`src/rtl/gpio_bank_pkg.sv`:
```
package gpio_bank_pkg;

    localparam int WORD_W        = 32;
    localparam int PINS_PER_WORD = 32;
    localparam int ALT_PER_WORD  = 16;
    localparam int PLAIN_KINDS   = 7;
    localparam int IDX_W         = 8;

    // Order of kinds fixes the address map
    typedef enum logic [2:0] {
        K_LEVEL = 3'd0,
        K_DIR   = 3'd1,
        K_SET   = 3'd2,
        K_CLR   = 3'd3,
        K_RISE  = 3'd4,
        K_FALL  = 3'd5,
        K_STAT  = 3'd6,
        K_ALT   = 3'd7
    } reg_kind_e;

    typedef struct packed {
        logic              hit;
        reg_kind_e         kind;
        logic [IDX_W-1:0]  idx;
    } reg_sel_t;

    typedef struct packed {
        logic [WORD_W-1:0] rise;
        logic [WORD_W-1:0] fall;
    } edge_pair_t;

    // Map a word address onto (kind, index within kind)
    function automatic reg_sel_t decode_word(input int unsigned word,
                                             input int unsigned nw);
        reg_sel_t s;
        s = '0;
        if (word < PLAIN_KINDS * nw) begin
            s.hit  = 1'b1;
            s.kind = reg_kind_e'(3'(word / nw));
            s.idx  = IDX_W'(word % nw);
        end else if (word < (PLAIN_KINDS + 2) * nw) begin
            s.hit  = 1'b1;
            s.kind = K_ALT;
            s.idx  = IDX_W'(word - PLAIN_KINDS * nw);
        end
        return s;
    endfunction

    // Edge detection for one word of pins
    function automatic edge_pair_t find_edges(input logic [WORD_W-1:0] cur,
                                              input logic [WORD_W-1:0] prev);
        edge_pair_t e;
        e.rise = cur & ~prev;
        e.fall = ~cur & prev;
        return e;
    endfunction

endpackage

```
`src/rtl/gpio_sync.sv`:
```
module gpio_sync #(
    parameter int W = 32
) (
    input  logic         clk,
    input  logic         rst,
    input  logic [W-1:0] d,
    output logic [W-1:0] q
);
    logic [W-1:0] meta_q;

    always_ff @(posedge clk) begin
        if (rst) begin
            meta_q <= '0;
            q      <= '0;
        end else begin
            meta_q <= d;
            q      <= meta_q;
        end
    end
endmodule

```
`src/rtl/gpio_edge_word.sv`:
```
module gpio_edge_word
    import gpio_bank_pkg::*;
(
    input  logic              clk,
    input  logic              rst,
    input  logic [WORD_W-1:0] cur,
    input  logic [WORD_W-1:0] prev,
    input  logic [WORD_W-1:0] rise_en,
    input  logic [WORD_W-1:0] fall_en,
    input  logic [WORD_W-1:0] clr_mask,
    output logic [WORD_W-1:0] status
);
    edge_pair_t        ep;
    logic [WORD_W-1:0] caught;

    always_comb begin
        ep     = find_edges(cur, prev);
        caught = (ep.rise & rise_en) | (ep.fall & fall_en);
    end

    // A fresh edge overrides a clear in the same cycle
    always_ff @(posedge clk) begin
        if (rst) status <= '0;
        else     status <= (status & ~clr_mask) | caught;
    end
endmodule

```
`src/rtl/gpio_bank.sv`:
```
module gpio_bank
    import gpio_bank_pkg::*;
#(
    parameter int N_PINS = 64,
    parameter int ADDR_W = 12
) (
    input  logic                clk,
    input  logic                rst,
    input  logic                wr_en,
    input  logic [ADDR_W-1:0]   addr,
    input  logic [31:0]         wdata,
    output logic [31:0]         rdata,
    input  logic [N_PINS-1:0]   pad_in,
    output logic [N_PINS-1:0]   pad_oe,
    output logic [N_PINS-1:0]   pad_out,
    output logic [2*N_PINS-1:0] alt_sel,
    output logic                irq
);
    localparam int NW   = N_PINS / PINS_PER_WORD;
    localparam int NALT = N_PINS / ALT_PER_WORD;

    logic [N_PINS-1:0]          pad_sync, pad_prev;
    logic [NW-1:0][WORD_W-1:0]  lvl_words, prev_words;
    logic [NW-1:0][WORD_W-1:0]  dir_q, out_q, ren_q, fen_q, stat;
    logic [NALT-1:0][WORD_W-1:0] alt_q;
    logic [N_PINS-1:0]          stat_flat;
    reg_sel_t                   sel;
    logic                       aligned;
    logic                       wr_ok;

    gpio_sync #(.W(N_PINS)) u_sync (
        .clk (clk),
        .rst (rst),
        .d   (pad_in),
        .q   (pad_sync)
    );

    always_ff @(posedge clk) begin
        if (rst) pad_prev <= '0;
        else     pad_prev <= pad_sync;
    end

    assign lvl_words  = pad_sync;
    assign prev_words = pad_prev;

    always_comb begin
        aligned = (addr[1:0] == 2'b00);
        sel     = decode_word(int'(addr[ADDR_W-1:2]), NW);
        wr_ok   = wr_en && aligned && sel.hit;
    end

    for (genvar w = 0; w < NW; w++) begin : g_word
        logic wr_w;
        assign wr_w = wr_ok && (sel.idx == IDX_W'(w));

        always_ff @(posedge clk) begin
            if (rst) begin
                dir_q[w] <= '0;
                out_q[w] <= '0;
                ren_q[w] <= '0;
                fen_q[w] <= '0;
            end else if (wr_w) begin
                case (sel.kind)
                    K_DIR:   dir_q[w] <= wdata;
                    K_SET:   out_q[w] <= out_q[w] | wdata;
                    K_CLR:   out_q[w] <= out_q[w] & ~wdata;
                    K_RISE:  ren_q[w] <= wdata;
                    K_FALL:  fen_q[w] <= wdata;
                    default: ;
                endcase
            end
        end

        gpio_edge_word u_edge (
            .clk      (clk),
            .rst      (rst),
            .cur      (lvl_words[w]),
            .prev     (prev_words[w]),
            .rise_en  (ren_q[w]),
            .fall_en  (fen_q[w]),
            .clr_mask ((wr_w && sel.kind == K_STAT) ? wdata : '0),
            .status   (stat[w])
        );
    end

    for (genvar a = 0; a < NALT; a++) begin : g_alt
        always_ff @(posedge clk) begin
            if (rst)
                alt_q[a] <= '0;
            else if (wr_ok && sel.kind == K_ALT && sel.idx == IDX_W'(a))
                alt_q[a] <= wdata;
        end
    end

    always_comb begin
        rdata = '0;
        if (aligned && sel.hit) begin
            for (int w = 0; w < NW; w++) begin
                if (sel.idx == IDX_W'(w)) begin
                    case (sel.kind)
                        K_LEVEL: rdata = lvl_words[w];
                        K_DIR:   rdata = dir_q[w];
                        K_RISE:  rdata = ren_q[w];
                        K_FALL:  rdata = fen_q[w];
                        K_STAT:  rdata = stat[w];
                        default: ;
                    endcase
                end
            end
            for (int a = 0; a < NALT; a++) begin
                if (sel.kind == K_ALT && sel.idx == IDX_W'(a))
                    rdata = alt_q[a];
            end
        end
    end

    assign stat_flat = stat;
    assign pad_oe    = dir_q;
    assign pad_out   = out_q;
    assign alt_sel   = alt_q;
    assign irq       = |stat_flat;
endmodule

```
`config.mk`:
```
export PLATFORM = sky130hd
export DESIGN_NAME = gpio_bank
export DESIGN_NICKNAME = d
export VERILOG_FILES = /design/src/rtl/gpio_bank_pkg.sv /design/src/rtl/gpio_sync.sv /design/src/rtl/gpio_edge_word.sv /design/src/rtl/gpio_bank.sv
export SDC_FILE = /design/constraint.sdc
export NUM_CORES = 1
export LEC_CHECK = 0
export BUFFER_PORTS_ARGS = -buffer_cell sky130_fd_sc_hd__buf_2
export CORE_UTILIZATION = 50
export DETAILED_ROUTE_END_ITERATION = 7
export PLACE_DENSITY = 0.8
export REMOVE_ABC_BUFFERS = 1
export SETUP_SLACK_MARGIN = 0.02
export SLEW_MARGIN = 20
export SYNTH_ARGS = -nofsm -noshare
export SYNTH_HDL_FRONTEND = slang
export SYNTH_SLANG_ARGS = --single-unit
```
`constraint.sdc`:
```
create_clock -name clk -period 5.2 [get_ports clk]
set_input_delay 0.52 -clock clk [delete_from_list [all_inputs] [get_ports clk]]
set_output_delay 0.52 -clock clk [all_outputs]
set_load 0.01 [all_outputs]
```
# Word level (Yosys, flattened, before mapping)
# Index checks and enable logic that the tools add are counted.
[totals]
regBits = 640
in_bits = 111
output_inout_bits = 289
wordCells = 99
[classes]
add_sub_neg = 1
order_cmp = 2
n_eq_ne = 10
mux = 15
bitwise = 25
reduce_logical = 29
[op_table]
columns = ["cell", "count"]
rows = [
  ["32-bit AND", 12],
  ["32-bit case mux with 5 select lines", 2],
  ["32-bit two-way mux", 9],
  ["32-bit NOT", 7],
  ["32-bit OR", 6],
  ["32-bit case mux with 2 select lines", 2],
  ["64-bit OR reduction", 1],
  ["12-bit two-way mux", 2],
  ["8-bit by 2-bit equality test with 1-bit output, second input constant", 2],
  ["1-bit logical AND", 16],
  ["2-bit AND reduction", 8],
  ["3-bit equality test, second input constant", 4],
  ["10-bit by 4-bit less-than comparator with 1-bit output, second input constant", 1],
  ["10-bit by 5-bit less-than comparator with 1-bit output, second input constant", 1],
  ["8-bit by 1-bit equality test with 1-bit output, second input constant", 1],
  ["8-bit logical NOT", 1],
  ["8-bit by 4-bit subtractor with 8-bit output, second input constant", 1],
  ["3-bit by 2-bit equality test with 1-bit output, second input constant", 2],
  ["3-bit by 1-bit equality test with 1-bit output, second input constant", 1],
  ["3-bit logical NOT", 1],
  ["2-bit logical NOT", 1],
  ["2-bit nonzero test", 1],
]

# Logic depth before layout (Yosys ltp)
# Gate-level depths: netlist of run 1.
[logic_depth]
ltp_word = 13
depth_mapped = 11
depth_no_buf = 7

# Cells and area by module
# A second synthesis of run 1 with hierarchy kept.
[unflattened]
cells_unflattened = 3043
hier_area_um2 = 27452.6
[modules_own_cells]
columns = ["module", "instances", "cells_each", "area_each_um2", "seq_area_each_um2"]
rows = [
  ["gpio_bank", 1, 2447, 20877.5, 8968.6],
  ["gpio_sync", 1, 270, 3464.6, 2562.5],
  ["gpio_edge_word", 2, 163, 1555.2, 640.6],
]

# Worst setup path before layout of run 1
# Ideal clock, no wire load.
[synth_timing]
path_kind = "input -> output"
start = "input addr[3]"
end = "output rdata[20]"
arrival_ns = 2.629
t_required_ns = 4.680
setup_slack_ns = 2.051
stages = 7
n_path_buf = 1
cell_sequence = "ha_1 > or3b_1 > a211o_1 > nor3_2 > clkbuf_1 > a221oi_1 > a211oi_1"
[synth_via]
elab_chain_cells = 13
word_cells_on_any_way = 29
classes_between = "add/sub (1); order compare (2); eq/ne (8); mux (11); reduce/logical (7)"
[synth_rtl]
columns = ["item", "line_no", "source"]
rows = [
  ["from (decl)", "gpio_bank.sv:10", "input logic [ADDR_W-1:0] addr,"],
  ["10-bit by 5-bit less-than comparator with 1-bit output", "gpio_bank_pkg.sv:41", "end else if (word < (PLAIN_KINDS + 2) * nw) begin"],
  ["12-bit two-way mux", "gpio_bank_pkg.sv:41", ""],
  ["12-bit two-way mux (*)", "gpio_bank_pkg.sv:37", "if (word < PLAIN_KINDS * nw) begin"],
  ["3-bit equality test (tied with other cells)", "gpio_bank.sv:100", "case (sel.kind)"],
  ["32-bit case mux with 5 select lines", "gpio_bank.sv:100", ""],
  ["32-bit two-way mux", "gpio_bank.sv:99", "if (sel.idx == IDX_W'(w)) begin"],
  ["32-bit case mux with 5 select lines", "gpio_bank.sv:100", ""],
  ["32-bit two-way mux", "gpio_bank.sv:99", ""],
  ["32-bit two-way mux (4 in a row)", "gpio_bank.sv:111", "if (sel.kind == K_ALT && sel.idx == IDX_W'(a))"],
  ["32-bit two-way mux (*)", "gpio_bank.sv:97", "if (aligned && sel.hit) begin"],
  ["to (decl)", "gpio_bank.sv:12", "output logic [31:0] rdata,"],
]
# Every way passes the cells marked *; elsewhere a longest branch is shown, timed or not.

# Worst setup path after layout of run 1
[layout_timing]
start = "input addr[8]"
end = "output rdata[30]"
# The elaborated chain is that of the path after synthesis.

==> results.md, run 1 <==
* Worst R2R Start: g_word[0].u_edge.status[22]$_SDFF_PP0_
* Synthesis-to-finish area growth at 18.21%
* Initial Utilization at 51.01%
* Die Span Y at 231.9 um
* GRT Residual Overflow at 0
* Critical-path maximum fanout at 11
* Core footprint at 0.05182 mm^2
* Maximum clock frequency at 235.9 MHz
* CP delay by family, top: simple AND/OR/NAND/NOR gates
* Worst reg-to-reg path cell count at 2
* Skew-Pair Late Insertion Delay at 0.61 ns
* Total GRT Usage at 35.17%
* # hold bufs at CTS at 0
* Worst EP required at 4.68 ns
* Post-layout util at 60.30%
* # DRC at 0
* Rows at 83
* Crit path top cell by count: buf_2
* Resized cells post-CTS at 0
* Vias in the first global route at 23,030
* Period minus WS final at 4.238 ns
* Ys Warns at 0
* Rel. slew slack at 19.95%
* CP Launch Type: input port
* Port Buffers at 399
* Final Max Slew Viols at 0
* Flop-to-flop setup slack at 4.28 ns
* Fillers at 4,528
* Cell chain of the critical path: buf_2 > or4_1 > nor3_2 > and2_2 > o21a_2 > buf_4 > a221oi_1 > a211oi_1 > buf_2
* Crit path capture type: primary output
* Critical path buffer and inverter count at 3
* Syn avg cell area at 8.712 um^2
* CP arrival at 3.72 ns
* CTS clk-pin slew, worst paths at 0.06 ns
* Worst-Margin Slew at 1.198 ns
* Hold crit path type: in2reg
* First DRT Iteration DRCs at 3,201
* Unrepaired setup endpoints after global routing: false
* Setup bufs post-CTS at 0
* Worst Setup SP: addr[8]
* Status: finished clean
* Post-DR wirelength/cell at 24.00 um
* Pin count of the biggest net entering global routing at 185
* CTS Buffer Depth at 3
* Cell count after synthesis at 3,034
* Area occupied by multi-input gates at 0.01235 mm^2
* Synth Flop Type: dfxtp_1
* CTS H-tree depth at 3
* Post-Route WL at 97.11 mm
* Maximum resistive drop on vdd at 0.0002441 V
* Register area at 0.01281 mm^2
* I/O pin count at 400
* ANT nets after route at 0
* Mapped cell area at 0.02643 mm^2
* CTS tree: yes
* Final Skew at 0.02761 ns
* Power per Cell Area at 328.8 mW/mm^2
* Fin crit share at 81.51%
* Netlist cell types at 68
* WHS at 0.1119 ns
* Initial DRT Pass Iterations at 8
* Sequential area share after synthesis at 48.47%
* Final count of negative-setup-slack endpoints at 0
* Lkg Pwr at 12.89 nW
* Worst Setup EP: rdata[30]
* CP max stage cell: or4_1
* Global-route wire length before repair at 142.9 mm
* Final Cell Area at 0.03125 mm^2
* Gpl congestion at 0.9987
* Clock root cell: clkbuf_16
* FF+latch count, synth at 640
* TritonCTS Sinks at 640
* Initial antenna violation count at 2
* Total Die Area at 0.05379 mm^2
* Via count at 24,910
* R2r endpoint: g_word[0].u_edge.status[22]$_SDFF_PP0_
* Die extent in x at 231.9 um
* CTS Buf Count at 69
* Crit path kind: in2out
* Setup TNS at 0 ns
* Vias/cell at 6.154
* Post-place instance area at 0.02904 mm^2
* Async set-or-reset flop fraction in the synthesized netlist at 0%
* Max-cap violations at 0
* Hold Violations, Final at 0
* Layout cells sized above 1 at 18.46%
* EDFF count, synth at 0
* HPWL Detailed at 62.92 mm
* Crit path largest cell delay at 0.81 ns
* WP depth at 9
* Nets at 3,435
## final cells by class
cell class | instances | area share [%]
antenna | 3 | 0.02402
clock buffer | 97 | 6.383
clock inverter | 15 | 0.5846
inverter | 68 | 0.8168
multi-input combinational | 2056 | 39.52
sequential | 640 | 41.00
tap | 680 | 2.723
timing repair buffer | 488 | 8.945
## kinds of logic after synthesis
| logic type | after synthesis | synth area share [%] |
|---|---|---|
| simple gates | 1084 | 19.83 |
| compound gates | 836 | 21.34 |
| flops | 640 | 48.47 |
| buf+inv | 338 | 5.193 |
| mux | 133 | 5.051 |
| xor+xnor | 2 | 0.06628 |
| fa+ha+maj | 1 | 0.04733 |
## worst min path at each step
stage                                     start                            to  slack [ns]  depth (start not counted)
floorplan           u_sync.meta_q[0]$_SDFF_PP0_        u_sync.q[0]$_SDFF_PP0_        0.41                          1
global placement    u_sync.meta_q[1]$_SDFF_PP0_        u_sync.q[1]$_SDFF_PP0_        0.42                          1
detailed placement  u_sync.meta_q[7]$_SDFF_PP0_        u_sync.q[7]$_SDFF_PP0_        0.42                          1
CTS                                  pad_in[58]  u_sync.meta_q[58]$_SDFF_PP0_         0.1                          2
global route                         pad_in[14]  u_sync.meta_q[14]$_SDFF_PP0_        0.10                          2
finish                               pad_in[14]  u_sync.meta_q[14]$_SDFF_PP0_        0.11                          2
## sequential cells by signal, indices dropped and copies added, names as in the netlist, named ones only
name,count
fen_q,64
u_sync.meta_q,64
alt_sel,128
u_sync.q,64
g_word.u_edge.status,64
pad_oe,64
ren_q,64
pad_prev,64
## per-layer routing
layer / wire length, um / share of wire (%) / global-route usage, % / vias to the layer above
li1: - / - / - / 11230
met2: 41320 / 43 / 52.53 / 1613
met1: 37590 / 39 / 44.94 / 11710
met5: 0 / 0 / 0 / -
met3: 12140 / 12 / 10.35 / 355
met4: 6061 / 6.2 / 20.46 / 0
## placed cells by master (no fill, tap or decap), types with 14 or more instances in the layout
master       n
a211oi_1    29
a21oi_1    309
a221oi_1    54
a22o_1      31
a22oi_1     50
a31o_1      64
a31oi_1     65
buf_2      398
buf_4       80
clkbuf_1    14
clkbuf_16   71
dfxtp_1    640
inv_1       67
mux2i_1    130
nand2_1    460
nand2b_1    66
nand3b_1    64
nor2_1     201
nor2b_1    196
nor4_1      19
o21ai_0     40
o21ai_1     30
o221ai_1    28
o2bb2ai_1   34
## worst reg2reg max path: stages (launching register included)
cell     delay [ns]
dfxtp_1        0.50
o21ai_0        0.17
a31oi_1        0.18
## where the power goes
| part | switching, W | total [W] | internal, W |
|---|---|---|---|
| sequential | 0.0000356 | 0.00500 | 0.00496 |
| clock | 0.00197 | 0.00483 | 0.00285 |
| combinational | 0.000319 | 0.000450 | 0.000131 |
| total | 0.00233 | 0.0103 | 0.00795 |
## metrics by stage
stage / power, W / instances / worst slack (ns)
after floorplan: 0.005238 / 2764 / 0.5978
after global placement: 0.005532 / 3931 / 1.133
after detailed placement: 0.005533 / 3931 / 1.086
after CTS: 0.01028 / 4043 / 1.079
after global routing: 0.01053 / 4045 / 0.9014
final: 0.01028 / 4047 / 0.9615
## synthesized netlist by cell type, types with 50 or more instances
cell type | instances | area (um^2)
a221oi_1 | 54 | 473.0
clkbuf_1 | 186 | 698.2
dfxtp_1 | 640 | 12810
nor2_1 | 202 | 758.2
nand2_1 | 461 | 1730
nor2b_1 | 198 | 1239
a21oi_1 | 310 | 1551
inv_1 | 67 | 251.5
mux2i_1 | 130 | 1301
a22oi_1 | 50 | 375.4
a31oi_1 | 66 | 412.9
buf_2 | 73 | 365.4
a31o_1 | 64 | 560.5
nand2b_1 | 66 | 412.9
nand3b_1 | 64 | 480.5
Power figures use the tool's default switching activity.
==> run 2, diff against run 1 <==
Settings changed: PLACE_DENSITY 0.8 to 0.83.
Clock period 5.2 ns to 3.7 ns, I/O delays scaled along.
==> run 2 against run 1 <==
Compared with the run above: combinational power is 56% higher; critical path depth is 2 higher; critical path type unchanged; routed wire length is 2.6% higher; non-clock buffer count is 85 higher; worst setup slack worse by 0.89 ns; largest power group unchanged.
==> results.md, run 2 (synthesized netlist as in run 1, its figures left out) <==
* Status: finished clean
* Final Max Slew Viols at 0 (unchanged)
* CP arrival at 3.26 ns (-0.46 ns)
* Area occupied by multi-input gates at 0.01235 mm^2 (unchanged)
* Total Die Area at 0.05379 mm^2 (unchanged)
* Worst EP required at 3.33 ns (-1.35 ns)
* Die extent in x at 231.9 um (unchanged)
* Die Span Y at 231.9 um (unchanged)
* Final Skew at 0.01228 ns (-0.01533 ns)
* First DRT Iteration DRCs at 3,439 (+7.4%)
* CTS Buf Count at 66 (-4.3%)
* Maximum resistive drop on vdd at 0.0003610 V (+48%)
* CP delay by family, top: compound AO/OA/AOI/OAI gates
* TritonCTS Sinks at 640 (unchanged)
* Vias in the first global route at 23,810 (+3.4%)
* Total GRT Usage at 35.90% (+0.73 points)
* Post-DR wirelength/cell at 24.10 um (+0.44%)
* Clock root cell: clkbuf_16
* CTS clk-pin slew, worst paths at 0.06 ns (about the same)
* Rel. slew slack at 49.46% (+30 points)
* Crit path kind: in2out
* Post-layout util at 62.09% (+1.8 points)
* GRT Residual Overflow at 0 (unchanged)
* Max-cap violations at 0 (unchanged)
* CTS Buffer Depth at 3 (unchanged)
* CP max stage cell: a2111oi_2
* Register area at 0.01281 mm^2 (unchanged)
* Port Buffers at 399 (unchanged)
* Most frequent cells in the layout: 640 x dfxtp_1, 461 x nand2_1, 398 x buf_2, 309 x a21oi_1, 201 x nor2_1
* Initial DRT Pass Iterations at 6 (-2)
* Crit path capture type: primary output
* Pin count of the biggest net entering global routing at 128 (-31%)
* Period minus WS final at 3.630 ns
* Core footprint at 0.05182 mm^2 (unchanged)
* Fillers at 4,319 (-4.6%)
* ANT nets after route at 0 (unchanged)
* Global-route wire length before repair at 146.5 mm (+2.6%)
* Vias/cell at 6.242 (+1.4%)
* Hold Violations, Final at 0 (unchanged)
* Initial antenna violation count at 4 (+2)
* Power per Cell Area at 455.6 mW/mm^2 (+39%)
* Layout cells sized above 1 at 19.21% (+0.75 points)
* Initial Utilization at 51.01% (unchanged)
* Crit path top cell by count: buf_2
* CTS H-tree depth at 3 (unchanged)
* WHS at 0.01180 ns (-0.1001 ns)
* Internal power at 0.01133 W (+43%)
* Cell chain of the critical path: buf_2 > ha_1 > a2111oi_2 > nor2b_1 > nor3_4 > o21a_2 > buf_12 > a221oi_1 > a211oi_2 > buf_4 > buf_2
* Critical path buffer and inverter count at 4 (+1)
* Hold crit path type: in2reg
* Final count of negative-setup-slack endpoints at 0 (unchanged)
* Rows at 83 (unchanged)
* Via count at 25,800 (+3.6%)
* Sw Pwr at 0.003328 W (+43%)
* Crit path largest cell delay at 0.56 ns (-0.25 ns)
* Clock share of power at 47.3% (+0.3 points)
* Skew-Pair Late Insertion Delay at 0.60 ns (about the same)
* Gpl congestion at 1.037 (+3.8%)
* CP Launch Type: input port
* Nets at 3,517 (+2.4%)
* Lkg Pwr at 13.34 nW (+3.4%)
* I/O pin count at 400 (unchanged)
* Sequential share of power at 47.9% (-0.7 points)
* Fin crit share at 98.12%
* Max reg flops at 128 (unchanged)
* HPWL Detailed at 65.36 mm (+3.9%)
* Logic pwr share at 4.8% (+0.4 points)
* Unrepaired setup endpoints after global routing: false
* Worst-Margin Slew at 0.7581 ns (-0.4398 ns)
* Commonest non-fill, non-tap cell in the layout: dfxtp_1
* Critical-path maximum fanout at 30 (+19)
* Sw Share at 22.70% (+0.058 points)
* Synthesis-to-finish area growth at 21.72%
* Maximum clock frequency at 275.5 MHz
* # DRC at 0 (unchanged)
* Post-Route WL at 99.64 mm (+2.6%)
* CTS tree: yes
## run 2: cell count changes in the layout (fill, tap and decap cells not counted), moves of 2 or more
| cell | before | now |
|---|---|---|
| clkbuf_8 | 12 | 16 |
| dlygate4sd3_1 | 0 | 52 |
| buf_4 | 80 | 106 |
| clkbuf_1 | 14 | 9 |
| inv_6 | 2 | 0 |
| buf_12 | 8 | 16 |
| clkinvlp_4 | 0 | 2 |
| clkinv_4 | 0 | 3 |
## run 2: final cells by class
class,count,share of cell area (%)
inverters,68,0.7933
diodes,2,0.01556
repair buffers,573,11.32
clock inverters,20,0.7855
flip-flops and latches,640,39.82
multi-input cells,2056,38.38
clock buffers,95,6.234
well taps,680,2.644
## run 2: worst register-to-register path, cell delays in order (launching register included)
cell and delay [ns]:
dfxtp_1 0.41, nor2_1 0.08, a31oi_1 0.21, a21oi_1 0.11
## run 2: per-stage QoR
step	setup WS, ns	cells	power [W]	setup TNS [ns]	cell area, um^2
after global routing	0.04110	4132	0.01500	0	32170
after global placement	-0.2912	3965	0.007798	-0.2912	29380
after CTS	0.09356	4132	0.01467	0	32160
after floorplan	-0.7522	2764	0.007362	-47.04	25320
final	0.06965	4134	0.01466	0	32170
after detailed placement	-0.2016	3965	0.007804	-0.2016	29380
## run 2: path summary, 6_finish.rpt
path              depth (start not counted)  slack [ns]                                endpoint                         start
setup / recovery                         11        0.07                                rdata[7]                       addr[3]
hold / removal                            2        0.01             u_sync.meta_q[0]$_SDFF_PP0_                     pad_in[0]
setup reg to reg                          3        2.75  g_word[1].u_edge.status[28]$_SDFF_PP0_       u_sync.q[60]$_SDFF_PP0_
hold reg to reg                           1        0.43                 u_sync.q[35]$_SDFF_PP0_  u_sync.meta_q[35]$_SDFF_PP0_
## run 2: power by group through the flow
stage,Sequential (W),Clock (W),Combinational (W)
6_report,0.00703,0.00693,0.000703
5_1_grt,0.00703,0.00724,0.000732
4_1_cts,0.00702,0.00697,0.000677
3_5_place_dp,0.00718,0,0.000627
3_3_place_gp,0.00718,0,0.000623
2_1_floorplan,0.00715,0,0.000207
## run 2: what timing repair did
| item | 4_1_cts | 5_1_grt |
|---|---|---|
| hold endpoints to repair | 52 | 0 |
| hold buffers | 52 | 0 |
| setup buffers | 0 | 0 |
| setup endpoints to repair | 1 | 1 |
| gates resized for setup | 2 | 1 |
## run 2: routing by layer
| layer | vias to the layer above | wire (um) | share of wire, % | global-route usage [%] |
|---|---|---|---|---|
| li1 | 11400 | - | - | - |
| met1 | 12110 | 37040 | 37 | 45.04 |
| met2 | 1917 | 43340 | 43 | 54.64 |
| met3 | 380 | 13570 | 14 | 11.75 |
| met4 | 4 | 5657 | 5.7 | 18.85 |
| met5 | - | 27 | 0.027 | 0 |
